`src/rtl/wdog_pkg.sv`:
```
package wdog_pkg;

  localparam int TSEL_W = 4;
  localparam int CFG_W  = 8;

  // Write word: {flag_clr, unlock, irq_en, rst_en, tsel}
  typedef struct packed {
    logic              flag_clr;
    logic              unlock;
    logic              irq_en;
    logic              rst_en;
    logic [TSEL_W-1:0] tsel;
  } cfg_wr_t;

  // Operating mode as {rst_en, irq_en}
  typedef enum logic [1:0] {
    MODE_OFF  = 2'b00,
    MODE_IRQ  = 2'b01,
    MODE_RST  = 2'b10,
    MODE_BOTH = 2'b11
  } mode_e;

endpackage

```
`src/rtl/wdog_rst_sync.sv`:
```
module wdog_rst_sync (
  input  logic clk,
  input  logic rst_n,
  output logic rst_n_sync
);

  logic [1:0] sync_q;

  always_ff @(posedge clk or negedge rst_n) begin
    if (!rst_n) sync_q <= 2'b00;
    else        sync_q <= {sync_q[0], 1'b1};
  end

  assign rst_n_sync = sync_q[1];

endmodule

```
`src/rtl/wdog_prescale.sv`:
```
module wdog_prescale #(
  parameter int BASE    = 2048,
  parameter int MAX_SEL = 9,
  localparam int TW     = wdog_pkg::TSEL_W,
  localparam int CW     = $clog2(BASE) + MAX_SEL + 1,
  localparam int SW     = (MAX_SEL < 1) ? 1 : $clog2(MAX_SEL + 1)
) (
  input  logic          clk,
  input  logic          rst_n,
  input  logic          run,
  input  logic          tick,
  input  logic          kick,
  input  logic [TW-1:0] tsel,
  output logic          expire
);

  logic [CW-1:0] lim_tab [MAX_SEL+1];
  logic [CW-1:0] cnt_q, cnt_d, lim;
  logic [SW-1:0] sel_eff;
  logic          at_end;

  // Period table, one entry per legal code
  for (genvar g = 0; g <= MAX_SEL; g++) begin : g_lim
    assign lim_tab[g] = CW'(BASE) << g;
  end

  assign sel_eff = (tsel > TW'(MAX_SEL)) ? SW'(MAX_SEL) : tsel[SW-1:0];
  assign lim     = lim_tab[sel_eff];
  assign at_end  = (cnt_q >= lim - 1'b1);
  assign expire  = run && tick && !kick && at_end;

  always_comb begin
    cnt_d = cnt_q;
    if (!run || kick)  cnt_d = '0;
    else if (tick)     cnt_d = at_end ? '0 : cnt_q + 1'b1;
  end

  always_ff @(posedge clk or negedge rst_n) begin
    if (!rst_n) cnt_q <= '0;
    else        cnt_q <= cnt_d;
  end

endmodule

```
`src/rtl/wdog_cfg_guard.sv`:
```
module wdog_cfg_guard #(
  parameter int WIN     = 4,
  localparam int TW     = wdog_pkg::TSEL_W,
  localparam int WW     = $clog2(WIN + 1)
) (
  input  logic          clk,
  input  logic          rst_n,
  input  logic          we,
  input  logic [TW-1:0] wr_tsel,
  input  logic          wr_rst_en,
  input  logic          wr_irq_en,
  input  logic          wr_unlock,
  input  logic          hw_irq_clr,
  output logic [TW-1:0] tsel,
  output logic          rst_en,
  output logic          irq_en,
  output logic          win_open
);

  logic [TW-1:0] tsel_q, tsel_d;
  logic          rst_en_q, rst_en_d;
  logic          irq_en_q, irq_en_d;
  logic [WW-1:0] win_q, win_d;

  assign win_open = (win_q != '0);

  always_comb begin
    tsel_d   = tsel_q;
    rst_en_d = rst_en_q;
    irq_en_d = irq_en_q;
    win_d    = win_open ? win_q - 1'b1 : '0;
    if (we) begin
      if (win_open) begin
        tsel_d   = wr_tsel;
        rst_en_d = wr_rst_en;
        irq_en_d = wr_irq_en;
        win_d    = '0;
      end else begin
        irq_en_d = wr_irq_en;
        if (wr_rst_en)              rst_en_d = 1'b1;
        if (wr_unlock && wr_rst_en) win_d    = WW'(WIN);
      end
    end else if (hw_irq_clr) begin
      irq_en_d = 1'b0;
    end
  end

  always_ff @(posedge clk or negedge rst_n) begin
    if (!rst_n) begin
      tsel_q   <= '0;
      rst_en_q <= 1'b0;
      irq_en_q <= 1'b0;
      win_q    <= '0;
    end else begin
      tsel_q   <= tsel_d;
      rst_en_q <= rst_en_d;
      irq_en_q <= irq_en_d;
      win_q    <= win_d;
    end
  end

  assign tsel   = tsel_q;
  assign rst_en = rst_en_q;
  assign irq_en = irq_en_q;

endmodule

```
`src/rtl/wdog_event.sv`:
```
module wdog_event
  import wdog_pkg::*;
(
  input  logic clk,
  input  logic rst_n,
  input  logic expire,
  input  logic rst_en,
  input  logic irq_en,
  input  logic we,
  input  logic flag_clr,
  output logic flag,
  output logic pulse,
  output logic hw_irq_clr
);

  mode_e mode;
  logic  flag_q, flag_d;
  logic  pulse_q, pulse_d;

  assign mode = mode_e'({rst_en, irq_en});

  always_comb begin
    flag_d     = flag_q;
    pulse_d    = 1'b0;
    hw_irq_clr = 1'b0;
    if (we && flag_clr) flag_d = 1'b0;
    if (expire) begin
      unique case (mode)
        MODE_IRQ:  flag_d = 1'b1;
        MODE_RST:  pulse_d = 1'b1;
        MODE_BOTH: begin
          flag_d     = 1'b1;
          hw_irq_clr = 1'b1;
        end
        default: ;
      endcase
    end
  end

  always_ff @(posedge clk or negedge rst_n) begin
    if (!rst_n) begin
      flag_q  <= 1'b0;
      pulse_q <= 1'b0;
    end else begin
      flag_q  <= flag_d;
      pulse_q <= pulse_d;
    end
  end

  assign flag  = flag_q;
  assign pulse = pulse_q;

endmodule

```
`src/rtl/watchdog_ctrl.sv`:
```
module watchdog_ctrl
  import wdog_pkg::*;
#(
  parameter int BASE    = 2048,
  parameter int MAX_SEL = 9,
  parameter int WIN     = 4
) (
  input  logic             clk,
  input  logic             rst_n,
  input  logic             osc_tick,
  input  logic             kick,
  input  logic             cfg_we,
  input  logic [CFG_W-1:0] cfg_wdata,
  output logic [CFG_W-1:0] cfg_rdata,
  output logic             irq,
  output logic             rst_pulse
);

  cfg_wr_t            wr;
  logic               rst_n_s;
  logic [TSEL_W-1:0]  tsel;
  logic               rst_en, irq_en, win_open;
  logic               expire, hw_irq_clr, flag;

  assign wr = cfg_wr_t'(cfg_wdata);

  wdog_rst_sync u_rst (
    .clk        (clk),
    .rst_n      (rst_n),
    .rst_n_sync (rst_n_s)
  );

  wdog_cfg_guard #(.WIN(WIN)) u_cfg (
    .clk        (clk),
    .rst_n      (rst_n_s),
    .we         (cfg_we),
    .wr_tsel    (wr.tsel),
    .wr_rst_en  (wr.rst_en),
    .wr_irq_en  (wr.irq_en),
    .wr_unlock  (wr.unlock),
    .hw_irq_clr (hw_irq_clr),
    .tsel       (tsel),
    .rst_en     (rst_en),
    .irq_en     (irq_en),
    .win_open   (win_open)
  );

  wdog_prescale #(.BASE(BASE), .MAX_SEL(MAX_SEL)) u_pre (
    .clk    (clk),
    .rst_n  (rst_n_s),
    .run    (rst_en | irq_en),
    .tick   (osc_tick),
    .kick   (kick),
    .tsel   (tsel),
    .expire (expire)
  );

  wdog_event u_evt (
    .clk        (clk),
    .rst_n      (rst_n_s),
    .expire     (expire),
    .rst_en     (rst_en),
    .irq_en     (irq_en),
    .we         (cfg_we),
    .flag_clr   (wr.flag_clr),
    .flag       (flag),
    .pulse      (rst_pulse),
    .hw_irq_clr (hw_irq_clr)
  );

  assign irq       = flag;
  assign cfg_rdata = {flag, win_open, irq_en, rst_en, tsel};

endmodule

```
`config.mk`:
```
export PLATFORM = sky130hd
export DESIGN_NAME = watchdog_ctrl
export DESIGN_NICKNAME = d
export VERILOG_FILES = /design/src/rtl/wdog_pkg.sv /design/src/rtl/wdog_rst_sync.sv /design/src/rtl/wdog_prescale.sv /design/src/rtl/wdog_cfg_guard.sv /design/src/rtl/wdog_event.sv /design/src/rtl/watchdog_ctrl.sv
export SDC_FILE = /design/constraint.sdc
export NUM_CORES = 1
export LEC_CHECK = 0
export BUFFER_PORTS_ARGS = -buffer_cell sky130_fd_sc_hd__buf_2
export CORE_ASPECT_RATIO = 1.5
export CORE_MARGIN = 1
export CORE_UTILIZATION = 53
export CTS_CLUSTER_SIZE = 8
export DETAILED_ROUTE_END_ITERATION = 10
export PLACE_DENSITY = 0.76
export SLEW_MARGIN = 30
export SYNTH_ARGS = -nofsm -noshare
export SYNTH_HDL_FRONTEND = slang
export SYNTH_SLANG_ARGS = --single-unit
```
`constraint.sdc`:
```
create_clock -name clk -period 1.3 [get_ports clk]
set_input_delay 0.39 -clock clk [delete_from_list [all_inputs] [get_ports clk]]
set_output_delay 0.39 -clock clk [all_outputs]
set_load 0.03 [all_outputs]
```
== Yosys cells after proc, flatten, opt, wreduce, memory -nomap -nowiden ==
Memory sizes are Yosys's and may differ from the RTL's.
Index checks and enable logic that the tools add are counted.

* Memory bits (read-only): 336
* Bits in registers: 34
* Logic and storage cells: 56
* Input bits: 13
* Memories kept: 1
* Output and inout bits: 10

* Mux-type cells: 21
* $lt $le $gt $ge: 3
* Bitwise operators: 2
* Reductions and logical operators: 15
* $add $sub $neg: 3
* Equal/unequal tests: 3

{| class="wikitable"
|+ Memory list
! name !! depth !! bits a word !! rd ports !! clocked after memory_dff !! write ports !! RTL line !! source
|-
| (name not given) || 16 || 21 || 1 || 0 || 0 || wdog_prescale.sv:28 || <nowiki>assign lim = lim_tab[sel_eff];</nowiki>
|}

{| class="wikitable"
|+ Operators with widths
! kind !! number
|-
| 21-bit 2-to-1 mux || 5
|-
| 21-bit by 1-bit adder with 21-bit output (second input constant) || 1
|-
| 21-bit >= comparator || 1
|-
| 21-bit by 1-bit subtractor with 21-bit output (second input constant) || 1
|-
| 3-bit 2-to-1 mux || 4
|-
| 1-bit 2-to-1 mux || 11
|-
| 2-bit nonzero test || 3
|-
| 5-bit >= comparator (second input constant) || 1
|-
| 1-bit logical AND || 5
|-
| 4-bit NOT with 5-bit output || 1
|-
| 2-bit == test (second input constant) || 2
|-
| 4-bit > comparator (second input constant) || 1
|-
| 4-bit 2-to-1 mux || 1
|-
| 2-bit AND reduction || 2
|-
| 3-bit nonzero test || 1
|-
| 3-bit by 1-bit subtractor with 3-bit output (second input constant) || 1
|-
| 2-bit by 1-bit == test with 1-bit output (second input constant) || 1
|-
| 1-bit logical NOT || 2
|-
| 2-bit OR reduction || 1
|-
| 1-bit logical OR || 1
|-
| 1-bit bitwise OR || 1
|}

== Logic depth before layout (Yosys ltp) ==
Gate-level depths: netlist of the first run.

* Depth in word-level cells: 12
* Gate-level depth with buffers: 13
* Mapped depth without buffers: 12

== Hierarchy ==
From an unflattened synthesis of the first run, not the netlist that was laid out.

* Cell total of the unflattened synthesis: 226
* Area, all modules: 2213.4 µm²

{| class="wikitable"
|+ Modules (own cells, without submodules)
! module !! instances !! cells an instance !! area each (µm²)
|-
| wdog_prescale || 1 || 178 || 1635.3
|-
| wdog_cfg_guard || 1 || 33 || 410.4
|-
| wdog_event || 1 || 7 || 77.6
|-
| wdog_rst_sync || 1 || 3 || 53.8
|-
| watchdog_ctrl || 1 || 5 || 36.3
|}

== Least setup slack after synthesis of the first run ==
OpenSTA, ideal clock, no wires.

* Kind: register to register
* Start: reg u_cfg.tsel_q[0] (netlist: u_cfg.tsel[0])
* End: reg u_pre.cnt_q[4]
* Stages on the path, launching flop included: 14
* Buffers on the path: 1
* Arrival time: 2.831 ns
* Path slack: -1.659 ns
* Cells stage by stage: dfrtp_1 -> or2_2 -> nand2b_1 -> ha_1 -> nor3_1 -> a21o_1 -> a32oi_1 -> ha_1 -> nand4_1 -> nor4_4 -> a22oi_2 -> buf_6 -> a41oi_2 -> o22ai_1

* Cells in the longest elaborated chain, start to end: 11

{| class="wikitable"
|+ RTL lines
! element !! RTL line !! source
|-
| start: declaration || wdog_cfg_guard.sv:20 || <nowiki>logic [TW-1:0] tsel_q, tsel_d;</nowiki>
|-
| start signal: assignment || wdog_cfg_guard.sv:55 || <nowiki>tsel_q <= tsel_d;</nowiki>
|-
| 4-bit > comparator || wdog_prescale.sv:27 || <nowiki>assign sel_eff = (tsel > TW'(MAX_SEL)) ? SW'(MAX_SEL) : tsel[SW-1:0];</nowiki>
|-
| 4-bit 2-to-1 mux * || wdog_prescale.sv:27 ||
|-
| 4-bit NOT with 5-bit output (implied by the code) * || wdog_prescale.sv:28 ||
|-
| memory 16 x 21 bit * || -- ||
|-
| 21-bit 2-to-1 mux (implied by the code) * (2 in a row) || wdog_prescale.sv:28 ||
|-
| 21-bit by 1-bit subtractor with 21-bit output * || wdog_prescale.sv:29 || <nowiki>assign at_end = (cnt_q >= lim - 1'b1);</nowiki>
|-
| 21-bit >= comparator * || wdog_prescale.sv:29 ||
|-
| 21-bit 2-to-1 mux * (2 in a row) || wdog_prescale.sv:35 || <nowiki>else if (tick) cnt_d = at_end ? '0 : cnt_q + 1'b1;</nowiki>
|-
| 21-bit 2-to-1 mux * || wdog_prescale.sv:34 || <nowiki>if (!run || kick) cnt_d = '0;</nowiki>
|-
| end signal: assignment || wdog_prescale.sv:40 || <nowiki>else cnt_q <= cnt_d;</nowiki>
|-
| end: declaration || wdog_prescale.sv:18 || <nowiki>logic [CW-1:0] cnt_q, cnt_d, lim;</nowiki>
|}

Every way passes the cells marked *; elsewhere a longest branch is shown, timed or not. The select of a mux whose other input is x is not followed.
A chain may end at the register's enable or synchronous reset.

== Worst setup path after layout of the first run ==
* Start: reg u_cfg.tsel_q[0] (netlist: u_cfg.tsel[0])
* End: reg u_pre.cnt_q[20]

Same word-level chain as after synthesis.

==> summary.txt, run 1 <==
Timing
  • Final Critical Period: 3.060 ns
  • Clk_skew: 0.01048 ns
  • Max-slew violation count: 0
  • Tcrit/Tclk final: 235.4%
  • RSZ-0062 raised after global routing: yes
  • Slew headroom: 36.23%
  • Hold slack: 0.2629 ns
  • Setup tns final: -40.60 ns
  • Final hold viol count: 0
  • Least-Margin Pin Slew: 0.9492 ns
  • Final setup viols: 35
  • Fmax: 326.8 MHz
  • Final Worst Setup Slack: -1.760 ns

Drt
  • Initial DRC Count: 192
  • Drt first pass iters: 5
  • DR DRC count: 0
  • Detailed-route wire length per cell: 21.64 um
  • Vias/cell: 6.828
  • Final ANT Viol Nets: 0
  • Via count: 2,458
  • Total wire length: 7792 um

Power and ir drop
  • Pint: 2.511 mW
  • Clock Power Share: 26.9%
  • Pwr Total: 3.749 mW
  • Power Dens Cells: 1164 nW/um2
  • Static Leakage: 1.489 nW
  • Flop pwr share: 33.0%
  • Combinational power share: 40.1%
  • Sw Ratio: 33.03%
  • Peak supply drop: 1.435 mV
  • NetSw: 1.238 mW

Flow run
  • Max_cap viols: 0

Place
  • GPL Wtd Cong: 0.9142
  • Port buffer count: 22
  • Pre-CTS setup slack: -1.457 ns
  • Half-perimeter wire length after placement: 4050 um

Critical path
  • Worst-path fanout max: 5
  • Worst path arrival time: 3.24 ns
  • Crit Path Category: flop to flop
  • Startpoint Class: flop
  • Worst setup EP type: flop
  • Reg2reg path depth: 14
  • Worst EP required: 1.49 ns

Clocking
  • CTS max path bufs: 2
  • Clock slew seen by the registers of the worst setup and hold paths: 0.07 ns
  • Clock sink total: 34
  • CTS tree: done
  • H-tree depth: 2
  • Clk_lat worst skew: 0.29 ns
  • Inserted Clock Buffers: 5
  • Clock root cell: clkbuf_8

Cells and area
  • Diodes inserted: 0
  • Area growth from synthesis to layout: 41.35%
  • Final nets: 339
  • Fin util: 79.94%
  • Reg area: 854.6 um2
  • Layout cells sized above 1: 40.63%
  • Most common cell after layout, fill and taps aside: buf_4
  • # fillers: 222
  • Multi-input logic area: 1436 um2
  • Most frequent cells in the layout: buf_4 (45), dfrtp_1 (31), nand2_1 (22)

Synth
  • Sequential-to-total area share from yosys stat: 37.34%
  • Mapped Cells: 240
  • Unique masters post-synth: 52
  • Main synth FF type: dfrtp_1
  • Synth async-reset ratio: 100.0%
  • Post-Synthesis Cell Area: 2278 um2
  • Synth Register Bits: 34
  • Post-synth EDFFs: 0
  • Synth warn: 0
  • Syn Area/Cell: 9.493 um2

Outcome
  • Status: finished with violations
  • Failing checks: setup timing

Global route
  • Vias in the first global route: 2,115
  • Largest net degree at the start of global routing: 33
  • Grt ovf: 0
  • Gr usage total: 27.78%
  • Antenna violations before repair: 0
  • Global-route wire length before repair: 9756 um

Floorplan
  • Top-Level Pins: 23
  • Initial Util: 56.55%
  • Die H: 82.30 um
  • Row cnt: 28
  • Die area: 4571 um2
  • CORE AREA: 4029 um2
  • Die W: 55.54 um

Min path
  • Hold Crit Class: flop to asynchronous set/reset pin
[worst paths after layout]
| path | start | end | slack, ns |
|---|---|---|---|
| max | u_cfg.tsel[0] | u_pre.cnt_q[20] | -1.76 |
| min | u_rst.sync_q[1] | u_cfg.rst_en | 0.26 |
| max reg2reg | u_cfg.tsel[0] | u_pre.cnt_q[20] | -1.76 |
| min reg2reg | u_rst.sync_q[1] | u_cfg.rst_en | 0.26 |
| max in group asynchronous | u_rst.sync_q[1] | u_cfg.tsel[2] | 0.70 |
| min in group clk | cfg_wdata[0] | u_cfg.tsel[0] | 0.33 |
[worst max-delay path, cell delays in order (launching register included)]
cell      delay (ns)
dfrtp_2         0.43
or2_4           0.24
nand2b_4        0.15
ha_4            0.18
a21o_1          0.16
a32oi_1         0.20
ha_1            0.25
nand4_1         0.19
buf_4           0.18
inv_2           0.04
a22oi_2         0.21
buf_6           0.18
nand3_1         0.13
buf_6           0.17
o211ai_1        0.23
[metrics by stage]
step / instance area, um2 / std cells
after floorplan: 2361 / 241
after global placement: 2810 / 340
after detailed placement: 2810 / 340
after CTS: 3047 / 352
after global routing: 3221 / 360
final: 3221 / 360
[synthesized netlist by cell type, types with 4 or more instances]
cell / instances / area share (%)
dfrtp_1: 34 / 37
nand2_1: 23 / 3.8
a31oi_1: 13 / 3.6
ha_1: 12 / 6.6
inv_1: 11 / 1.8
nand4_1: 10 / 2.7
o21ai_0: 10 / 2.2
a21oi_1: 9 / 2.0
a41oi_1: 9 / 3.5
nor2_1: 8 / 1.3
nor3_1: 8 / 1.8
nand4b_1: 7 / 2.7
buf_2: 6 / 1.3
nand3_1: 6 / 1.3
buf_4: 5 / 1.6
o2111ai_1: 5 / 1.9
and3_1: 4 / 1.1
mux2_2: 4 / 2.0
nand2b_1: 4 / 1.1
[area by class of cell]
cell class                      instances  share of cell area (%)
Sequential cell                        34                   26.53
Clock buffer                            7                   2.681
Timing Repair Buffer                   83                   22.22
Multi-Input combinational cell        179                   44.60
Inverter                               11                   1.282
Tap cell                               45                   1.748
Clock inverter                          1                  0.9324
[what timing repair did]
action / 4_1_cts / 5_1_grt
pin swaps: 4 / 8
endpoints found under the hold margin: 2 / 0
hold buffers: 1 / 0
cloned: 0 / 3
gates resized for setup: 26 / 21
buffers inserted: 3 / 9
setup endpoints to repair: 35 / 37
[metal layers]
| layer | part of all wire, % | track usage [%] | vias to the layer above | wire [um] |
|---|---|---|---|---|
| met5 | 0 | 0 | - | 0 |
| met4 | 5.5 | 13.25 | 0 | 429 |
| met3 | 7.8 | 4.829 | 45 | 611 |
| met2 | 51 | 52.65 | 142 | 3950 |
| met1 | 36 | 30.01 | 1197 | 2800 |
| li1 | - | - | 1074 | - |
[registers in the layout (all words and copies together), names as in the netlist]
register      cells
u_cfg.irq_en      1
u_evt.pulse       1
u_rst.sync_q      2
u_evt.flag        1
u_cfg.tsel        4
u_cfg.rst_en      1
u_cfg.win_q       3
u_pre.cnt_q      21
[power by group through the flow]
stage	clock (mW)	sequential, mW	combinational (mW)
after detailed placement	0	1.24	1.15
after floorplan	0	1.41	0.576
final	1.01	1.24	1.51
after CTS	1.02	1.23	1.32
after global routing	1.07	1.25	1.61
after global placement	0	1.23	1.13
[logic make-up (layout without fill, tap and decap cells)]
kind of cell,after synthesis,count (layout),synth area share [%]
buffers and inverters,28,102,6.755
multiplexers,4,4,1.977
flip-flops,34,34,37.34
XOR/XNOR,1,1,0.3845
adder cells (fa/ha/maj),12,12,6.590
other,1,2,0.1646
AO/OA/AOI/OAI,65,65,20.43
AND/OR/NAND/NOR,95,95,26.36
Note: power is estimated with default switching activity, not from simulation.
==> inputs of run 2 (changes only) <==
CORE_ASPECT_RATIO = not set   (was 1.5)
==> run 2 against run 1 <==
- the flow still finishes with violations (setup timing)
- worst setup slack better by 0.22 ns
- global-route usage rose by 4.3 points
- critical endpoint is now u_pre.cnt_q[9]
- clock skew is 0.0037 ns lower
- register-to-register slack improved by 0.22 ns
- largest cell class unchanged
- highest routed layer unchanged
==> summary.txt, run 2 (same netlist as run 1, synthesis figures left out) <==
Critical path
  • Worst EP required: 1.49 ns (about the same)
  • Crit Path Category: flop to flop
  • Reg2reg path depth: 13 (-1)
  • Worst reg2reg path startpoint: u_cfg.tsel[1]
  • Worst setup EP type: flop
  • Reg2reg setup slack: -1.54 ns (+0.22 ns)
  • CP delay by family, top: simple AND/OR/NAND/NOR gates
  • Cell breakdown of the critical path: or2_4, nand2b_4, ha_4, a21o_1, a32oi_1, ha_1, nand4_1, buf_4, nor3_4, nor3_4, buf_4, nand3_4, o211ai_1
  • Worst path arrival time: 3.04 ns (-0.20 ns)
  • Startpoint Class: flop
  • Crit. Startpoint: u_cfg.tsel[1]
  • CP bufs+invs: 2 (-2)
  • CP max stage cell: dfrtp_2
  • Worst-path fanout max: 6 (+1)
  • RR Endpoint: u_pre.cnt_q[9]
  • Critical path's largest stage delay: 0.42 ns (about the same)

Cells and area
  • Final nets: 348 (+2.7%)
  • Diodes inserted: 0 (unchanged)
  • Most common cell after layout, fill and taps aside: buf_4
  • Max reg flops: 21 (unchanged)
  • Layout cells sized above 1: 42.59% (+2.0 points)
  • Fin util: 78.54% (-1.4 points)
  • Area growth from synthesis to layout: 39.87%
  • Most frequent cells in the layout: buf_4 (63), dfrtp_1 (31), nand2_1 (22)
  • Most flops, register: u_pre.cnt_q
  • Post-route insts no fill: 374 (+3.9%)
  • # fillers: 231 (+4.1%)

Clocking
  • Clock sink total: 34 (unchanged)
  • CTS max path bufs: 2 (unchanged)
  • Clk_lat worst skew: 0.30 ns (about the same)
  • Clock root cell: clkbuf_8
  • Clock slew seen by the registers of the worst setup and hold paths: 0.08 ns (about the same)
  • H-tree depth: 2 (unchanged)
  • CTS tree: done
  • Inserted Clock Buffers: 5 (unchanged)

Timing
  • Fmax: 351.7 MHz (+7.6%)
  • Final Critical Period: 2.843 ns (-0.2168 ns)
  • Hold slack: 0.2211 ns (-0.04189 ns)
  • Final hold viol count: 0 (unchanged)
  • Max-slew violation count: 0 (unchanged)
  • Tcrit/Tclk final: 218.7% (-17 points)
  • Clk_skew: 0.006814 ns (-0.003671 ns)
  • Final setup viols: 37 (+5.7%)
  • RSZ-0062 raised after global routing: yes
  • Final Worst Setup Slack: -1.543 ns (+0.2168 ns)

Global route
  • Grt ovf: 0 (unchanged)
  • Largest net degree at the start of global routing: 17 (-48%)
  • Antenna violations before repair: 0 (unchanged)
  • Gr usage total: 32.12% (+4.3 points)
  • Global-route wire length before repair: 10,710 um (+9.8%)
  • Vias in the first global route: 2,256 (+6.7%)

Floorplan
  • Top-Level Pins: 23 (unchanged)
  • Initial Util: 56.15% (-0.40 points)
  • CORE AREA: 4058 um2 (+0.71%)
  • Die H: 67.57 um (-18%)
  • Die W: 67.57 um (+22%)
  • Row cnt: 23 (-18%)
  • Die area: 4565 um2 (-0.12%)

Place
  • Port buffer count: 22 (unchanged)
  • GPL Wtd Cong: 0.8746 (-4.3%)
  • Post-Place Cells: 355 (+4.4%)
  • Half-perimeter wire length after placement: 4236 um (+4.6%)

Drt
  • Via count: 2,397 (-2.5%)
  • Total wire length: 6756 um (-13%)
  • Initial DRC Count: 239 (+24%)
  • DR DRC count: 0 (unchanged)
  • Drt first pass iters: 6 (+1)
  • Detailed-route wire length per cell: 18.06 um (-17%)
  • Final ANT Viol Nets: 0 (unchanged)
  • Vias/cell: 6.409 (-6.1%)

Outcome
  • Failing checks: setup timing
  • Status: finished with violations

Flow run
  • Max_cap viols: 0 (unchanged)

Min path
  • Hold Crit Class: flop to asynchronous set/reset pin

Power and ir drop
  • Power Dens Cells: 1114 nW/um2 (-4.3%)
  • Static Leakage: 1.490 nW (about the same)
  • Pwr Total: 3.550 mW (-5.3%)
  • Peak supply drop: 0.9341 mV (-35%)
run 2: routing by layer:
layer / GRT usage, % / routed length, um / up-vias
li1: - / - / 1090
met1: 39.69 / 2727 / 1155
met2: 51.98 / 3357 / 122
met3: 6.757 / 413 / 30
met4: 17.02 / 257 / 0
met5: 0 / 0 / -
run 2: what timing repair did:
| item | CTS | global route |
|---|---|---|
| hold buffers | 1 | 0 |
| setup buffers | 8 | 6 |
| pin swaps | 2 | 7 |
| gates resized for setup | 34 | 9 |
| setup endpoints to repair | 35 | 37 |
| endpoints found under the hold margin | 2 | 0 |
run 2: power by group:
part           internal (mW)  leakage (nW)  switching [mW]
sequential              1.15         0.451          0.0775
clock                  0.428        0.0482           0.418
combinational          0.729         0.990           0.749
total                   2.31          1.49            1.24
run 2: through the flow:
| step | cell area [um2] | worst slack [ns] | TNS, ns |
|---|---|---|---|
| floorplan | 2361 | -1.385 | -31.64 |
| global placement | 2867 | -1.368 | -31.47 |
| detailed placement | 2867 | -1.422 | -32.85 |
| CTS | 3142 | -1.394 | -33.23 |
| global route | 3187 | -1.660 | -40.11 |
| finish | 3187 | -1.543 | -36.70 |
run 2: worst reg2reg max path, delay by kind of cell, from the launching register on:
family	cells	cell delay [ns]
buf+inv	2	0.32
simple gates	6	0.95
compound gates	3	0.62
flops	1	0.42
fa+ha+maj	2	0.43
run 2: worst max path at each step:
stage | to | cells after the start | slack (ns)
2_1_floorplan | u_evt.flag | 12 | -1.39
3_3_place_gp | u_evt.pulse | 12 | -1.37
3_5_place_dp | u_evt.pulse | 13 | -1.42
4_1_cts | u_evt.flag | 13 | -1.39
5_1_grt | u_pre.cnt_q[9] | 13 | -1.66
6_report | u_pre.cnt_q[9] | 13 | -1.54
run 2: layout make-up:
class | count | area, um2 | area share [%]
well taps | 50 | 62.56 | 1.963
clock inverters | 1 | 5.005 | 0.1570
repair buffers | 92 | 704.4 | 22.10
clock buffers | 7 | 86.33 | 2.709
inverters | 11 | 41.29 | 1.296
multi-input cells | 179 | 1433 | 44.95
flip-flops and latches | 34 | 854.6 | 26.82
